### src/rtl/stg_pkg.sv
package stg_pkg;

    typedef enum logic [1:0] {
        PH_IDLE  = 2'd0,
        PH_PULSE = 2'd1,
        PH_REC   = 2'd2
    } phase_e;

    localparam int unsigned TABLE_N = 5;
    // base-clock counts indexed by speed code
    localparam int unsigned TBL_PULSE [TABLE_N] = '{5, 3, 2, 2, 4};
    localparam int unsigned TBL_REC   [TABLE_N] = '{3, 3, 3, 2, 3};
    localparam int unsigned FALLBACK_CODE = 0;

endpackage

### src/rtl/stg_rate_decode.sv
module stg_rate_decode
    import stg_pkg::*;
#(
    parameter int unsigned CODE_W      = 8,
    parameter int unsigned CNT_W       = 4,
    parameter int unsigned MIN_CLK     = 2,
    parameter int unsigned MAX_PULSE   = 9,
    parameter int unsigned CUSTOM_CODE = 255
) (
    input  logic [CODE_W-1:0] code,
    input  logic [CNT_W-1:0]  cust_pulse,
    input  logic [CNT_W-1:0]  cust_rec,
    output logic [CNT_W-1:0]  pulse_clk,
    output logic [CNT_W-1:0]  rec_clk
);

    localparam logic [CNT_W-1:0] MIN_C  = CNT_W'(MIN_CLK);
    localparam logic [CNT_W-1:0] MAXP_C = CNT_W'(MAX_PULSE);

    logic [CNT_W-1:0] cp_clamped;
    logic [CNT_W-1:0] cr_clamped;

    always_comb begin
        if (cust_pulse < MIN_C)
            cp_clamped = MIN_C;
        else if (cust_pulse > MAXP_C)
            cp_clamped = MAXP_C;
        else
            cp_clamped = cust_pulse;
        cr_clamped = (cust_rec < MIN_C) ? MIN_C : cust_rec;
    end

    always_comb begin
        pulse_clk = CNT_W'(TBL_PULSE[FALLBACK_CODE]);
        rec_clk   = CNT_W'(TBL_REC[FALLBACK_CODE]);
        for (int i = 0; i < TABLE_N; i++) begin
            if (code == CODE_W'(i)) begin
                pulse_clk = CNT_W'(TBL_PULSE[i]);
                rec_clk   = CNT_W'(TBL_REC[i]);
            end
        end
        if (code == CODE_W'(CUSTOM_CODE)) begin
            pulse_clk = cp_clamped;
            rec_clk   = cr_clamped;
        end
    end

endmodule

### src/rtl/stg_sequencer.sv
module stg_sequencer
    import stg_pkg::*;
#(
    parameter int unsigned CNT_W     = 4,
    parameter int unsigned MIN_CLK   = 2,
    parameter int unsigned MAX_PULSE = 9
) (
    input  logic             clk,
    input  logic             rst_n,
    input  logic             start,
    input  logic             is_write,
    input  logic             rdy,
    input  logic [CNT_W-1:0] pulse_clk,
    input  logic [CNT_W-1:0] rec_clk,
    output logic             rd_n,
    output logic             wr_n,
    output logic             latch_stb,
    output logic             done
);

    typedef struct packed {
        phase_e           ph;
        logic [CNT_W-1:0] cnt;
        logic [CNT_W-1:0] rec;
        logic             wr;
    } seq_t;

    seq_t st_d, st_q;
    logic last_clk;
    logic accept;
    logic done_c;
    logic latch_c;

    always_comb begin
        st_d     = st_q;
        last_clk = (st_q.cnt == '0);
        accept   = 1'b0;
        done_c   = 1'b0;
        latch_c  = 1'b0;
        unique case (st_q.ph)
            PH_IDLE: begin
                accept = start;
            end
            PH_PULSE: begin
                if (last_clk) begin
                    if (rdy) begin
                        latch_c  = !st_q.wr;
                        st_d.ph  = PH_REC;
                        st_d.cnt = st_q.rec - 1'b1;
                    end
                end else begin
                    st_d.cnt = st_q.cnt - 1'b1;
                end
            end
            PH_REC: begin
                if (last_clk) begin
                    done_c  = 1'b1;
                    st_d.ph = PH_IDLE;
                    accept  = start;
                end else begin
                    st_d.cnt = st_q.cnt - 1'b1;
                end
            end
            default: begin
                st_d.ph = PH_IDLE;
            end
        endcase
        if (accept) begin
            st_d.ph  = PH_PULSE;
            st_d.cnt = pulse_clk - 1'b1;
            st_d.rec = rec_clk;
            st_d.wr  = is_write;
        end
    end

    always_ff @(posedge clk or negedge rst_n) begin
        if (!rst_n) begin
            st_q <= '{ph: PH_IDLE, cnt: '0, rec: '0, wr: 1'b0};
        end else begin
            st_q <= st_d;
        end
    end

    assign rd_n      = !((st_q.ph == PH_PULSE) && !st_q.wr);
    assign wr_n      = !((st_q.ph == PH_PULSE) &&  st_q.wr);
    assign latch_stb = latch_c;
    assign done      = done_c;

    AST_ONE_STROBE: assert property (@(posedge clk) disable iff (!rst_n)
        !(!rd_n && !wr_n));

    AST_TIMING_RANGE: assert property (@(posedge clk) disable iff (!rst_n)
        (st_q.ph == PH_IDLE && start) |->
        (pulse_clk >= CNT_W'(MIN_CLK) && pulse_clk <= CNT_W'(MAX_PULSE)
         && rec_clk >= CNT_W'(MIN_CLK)));

    AST_LATCH_READ_ONLY: assert property (@(posedge clk) disable iff (!rst_n)
        latch_stb |-> (!rd_n && wr_n));

    AST_LATCH_THEN_RELEASE: assert property (@(posedge clk) disable iff (!rst_n)
        latch_stb |=> rd_n);

    AST_DONE_SINGLE: assert property (@(posedge clk) disable iff (!rst_n)
        done |=> !done);

    AST_DONE_IN_RECOVERY: assert property (@(posedge clk) disable iff (!rst_n)
        done |-> (rd_n && wr_n));

    AST_PULSE_MIN: assert property (@(posedge clk) disable iff (!rst_n)
        (!rd_n && $past(rd_n)) |=> !rd_n);

    AST_REC_MIN: assert property (@(posedge clk) disable iff (!rst_n)
        ($rose(rd_n) || $rose(wr_n)) |=> (rd_n && wr_n));

endmodule

### src/rtl/strobe_timing_gen.sv
module strobe_timing_gen
    import stg_pkg::*;
#(
    parameter int unsigned CODE_W      = 8,
    parameter int unsigned CNT_W       = 4,
    parameter int unsigned MIN_CLK     = 2,
    parameter int unsigned MAX_PULSE   = 9,
    parameter int unsigned CUSTOM_CODE = 255
) (
    input  logic              clk,
    input  logic              rst_n,
    input  logic [CODE_W-1:0] speed_code,
    input  logic [CNT_W-1:0]  custom_pulse,
    input  logic [CNT_W-1:0]  custom_recovery,
    input  logic              write_sel,
    input  logic              start,
    input  logic              mem_ready,
    output logic              mem_rd_n,
    output logic              mem_wr_n,
    output logic              rd_latch,
    output logic              cycle_done
);

    logic [CNT_W-1:0] pulse_clk;
    logic [CNT_W-1:0] rec_clk;

    stg_rate_decode #(
        .CODE_W     (CODE_W),
        .CNT_W      (CNT_W),
        .MIN_CLK    (MIN_CLK),
        .MAX_PULSE  (MAX_PULSE),
        .CUSTOM_CODE(CUSTOM_CODE)
    ) u_decode (
        .code      (speed_code),
        .cust_pulse(custom_pulse),
        .cust_rec  (custom_recovery),
        .pulse_clk (pulse_clk),
        .rec_clk   (rec_clk)
    );

    stg_sequencer #(
        .CNT_W    (CNT_W),
        .MIN_CLK  (MIN_CLK),
        .MAX_PULSE(MAX_PULSE)
    ) u_seq (
        .clk      (clk),
        .rst_n    (rst_n),
        .start    (start),
        .is_write (write_sel),
        .rdy      (mem_ready),
        .pulse_clk(pulse_clk),
        .rec_clk  (rec_clk),
        .rd_n     (mem_rd_n),
        .wr_n     (mem_wr_n),
        .latch_stb(rd_latch),
        .done     (cycle_done)
    );

endmodule

### config.mk
export PLATFORM = sky130hd
export DESIGN_NAME = strobe_timing_gen
export DESIGN_NICKNAME = d
export VERILOG_FILES = /design/src/rtl/stg_pkg.sv /design/src/rtl/stg_rate_decode.sv /design/src/rtl/stg_sequencer.sv /design/src/rtl/strobe_timing_gen.sv
export SDC_FILE = /design/constraint.sdc
export NUM_CORES = 1
export LEC_CHECK = 0
export ABC_CLOCK_PERIOD_IN_PS = 2420
export BUFFER_PORTS_ARGS = -buffer_cell sky130_fd_sc_hd__buf_2
export CAP_MARGIN = 0
export CORE_MARGIN = 2
export CORE_UTILIZATION = 31
export DETAILED_ROUTE_END_ITERATION = 7
export PLACE_DENSITY_LB_ADDON = 0.1
export SKIP_CTS_REPAIR_TIMING = 1
export SLEW_MARGIN = 25
export SYNTH_ARGS = -nofsm -noshare
export SYNTH_HDL_FRONTEND = slang
export SYNTH_SLANG_ARGS = --single-unit
### constraint.sdc
create_clock -name clk -period 2.42 [get_ports clk]
set_input_delay 0.605 -clock clk [delete_from_list [all_inputs] [get_ports clk]]
set_output_delay 0.605 -clock clk [all_outputs]
set_load 0.05 [all_outputs]
==> flow_summary.ini <==
[finish]
layout-drive-gt1-share_pct = 30.15
final_nets = 165
seq_area_sq_um = 275.3
top_regs = u_seq.st_q: 11 flops
num-fill-cells = 319
num_antenna_cells = 0
top_register = u_seq.st_q
postLayoutCoreUtil_pct = 38.70
finalInstanceArea_sq_um = 1152
syn2layout_area_growth_pct = 21.83
multi_input_area_sq_um = 624.3
largest_reg_flops = 11
stdcell_count = 169

[worst_setup_path]
setup.worst_path.class = reg -> out
cpPeakStageDelay_ns = 0.46
crit_family = simple AND/OR/NAND/NOR gates
cp_cell_sequence = inv_1, ha_1, or3b_4, nor3_4, buf_6
path_max_fanout = 7
arrival_ns = 1.72
cp_slowest_cell = or3b_4
crit_required_ns = 1.81
critPathCaptureType = output pin
critPathBufInv = 2
worst_setup_path_start_kind = flip-flop

[placement]
hpwl_mm = 1.607
dp_cells = 165
placed_area_sq_um = 1105
portBuffers = 24
place_congestion = 0.8277

[yosys]
ys_warn_count = 0
async_flop_share_pct = 100.0
synth_ff_type = dfrtp_1
synth_area_sq_um = 945.9
synth.area.top_cells = dfrtp_1, ha_1, a21oi_1
ys_seq_area_share_pct = 29.10
yosys.area.top_type = dfrtp_1
syn_inst = 108
synth-edff-count = 0
synthDominantCellAreaShare_pct = 29.10
ys_types = 40
synth_fp_nets = 136
synth.avg_cell_area_sq_um = 8.758
synth_seq_cells = 11

[drt]
drtIter0Drc = 19
wl_per_cell_microns = 11.51
firstDrtPassIters = 2
route.detailed.drc = 0
ant_nets = 0
drt_wl_total_mm = 1.946
routed_via_density = 4.953
vias = 837

[clock_tree]
cts_root_buf = clkbuf_4
numCtsBuffers = 3
clk_path_buf_depth = 2
cts.clk_slew.worst_paths_ns = 0.07
clock-sinks = 11
htree_levels = 1
clkLatencyLatePin_ns = 0.28
cts_tree = built

[power]
p_int_uw = 638.1
netSwitchingFraction_pct = 46.18
seqPwrFrac_pct = 25.7
p_leak_uw = 0.0005659
pwr_density_cell_nw_per_um2 = 1029
combPwrFrac_pct = 63.4
peakVddDrop_uv = 196.3
clockPowerShare_pct = 10.9
switchingPower_uw = 547.6

[timing]
holdWs_ns = 0.1828
setup_viol = 0
finalHoldViolCount = 0
relSlewSlack_pct = 65.42
worst_pin_slew_ns = 0.5168
finalCritPeriodShare_pct = 96.06
clock_skew_ns = 0.006700
period_minus_slack_ns = 2.325
finalMaxSlewViolations = 0
max_freq_ghz = 0.4302
grt_setup_unrepaired = yes

[outcome]
status = finished clean

[floorplan]
io-pin-count = 25
num_rows = 20
start_util_pct = 31.76
die_w_microns = 59.24
die-height_microns = 59.24
die-area_sq_um = 3509
core_area_sq_um = 2978

[worst_hold_path]
hp-class = in -> async

[global_route]
grt_pass1_vias = 848
grtUsageMet1_pct = 16.26
use_met2_pct = 23.86
track_usage_pct = 13.57
grt_max_degree = 20
grt_pass1_wl_mm = 3.581
grt-busiest-layer = met2
antenna_found_initial = 0
met3_usage_pct = 0.6550
overflow = 0

[run]
drv_cap = 0
## stage by stage
step | TNS [ns] | setup WS [ns] | total power, uW
after floorplan | 0 | 0.04352 | 919.4
after global placement | 0 | 0.2499 | 1051
after detailed placement | 0 | 0.2174 | 1054
after CTS | -0.1936 | -0.09867 | 1190
after global routing | 0 | 0.004465 | 1317
final | 0 | 0.09530 | 1186
## logic make-up after synthesis
family | after synthesis | synth area share (%)
fa+ha+maj | 7 | 9.259
xor+xnor | 3 | 2.778
compound gates | 31 | 21.83
buf+inv | 12 | 6.349
mux | 6 | 7.408
simple gates | 38 | 23.28
flops | 11 | 29.10
## layer usage
layer / up-vias / wire, microns
met4: 0 / 52
li1: 443 / -
met1: 367 / 886
met2: 22 / 950
met3: 5 / 56
met5: - / 0
## Yosys cell counts (all sizes together), types with 2 or more instances
cell type	instances
a21oi	9
a31oi	2
buf	2
dfrtp	11
ha	7
inv	10
mux2	2
mux2i	4
nand2	11
nand2b	2
nor2	9
nor3	6
o21ai	10
o22ai	2
xnor2	2
## power groups by stage
stage	clock (uW)	combinational, uW	sequential, uW
after detailed placement	0	744	309
after CTS	137	748	305
final	129	752	305
after global placement	0	744	307
after floorplan	0	626	294
after global routing	141	854	322
## placed cells by master, fill, tap and decap left out, types with 2 or more instances in the layout
cell type | Yosys | routed
a21oi_1 | 9 | 9
a31oi_1 | 2 | 2
buf_2 | 0 | 22
buf_4 | 0 | 2
buf_6 | 2 | 2
clkbuf_4 | 0 | 3
dfrtp_1 | 11 | 11
ha_1 | 7 | 7
inv_1 | 10 | 10
mux2_4 | 2 | 2
mux2i_1 | 4 | 4
nand2_1 | 11 | 11
nand2b_1 | 2 | 2
nor2_1 | 7 | 7
nor3_1 | 6 | 5
o21ai_0 | 5 | 5
o21ai_1 | 3 | 3
xnor2_1 | 2 | 2
## area by class of cell
| type | count | area share [%] |
|---|---|---|
| multi-input cells | 85 | 54.18 |
| flip-flops and latches | 11 | 23.89 |
| repair buffers | 26 | 12.81 |
| well taps | 33 | 3.583 |
| inverters | 10 | 3.257 |
| clock buffers | 4 | 2.280 |
## worst paths after layout
check	start	endpoint	slack, ns	depth (start not counted)
max in group asynchronous	rst_n	u_seq.st_q[9]	2.02	1
worst min register to register	u_seq.st_q[4]	u_seq.st_q[4]	0.52	2
min in group clk	u_seq.st_q[4]	u_seq.st_q[4]	0.52	2
worst max-delay path	u_seq.st_q[5]	rd_latch	0.1	5
worst min-delay path	rst_n	u_seq.st_q[8]	0.18	1
worst max register to register	u_seq.st_q[5]	u_seq.st_q[7]	0.45	7
No activity file was read; power rests on OpenSTA's default activity.
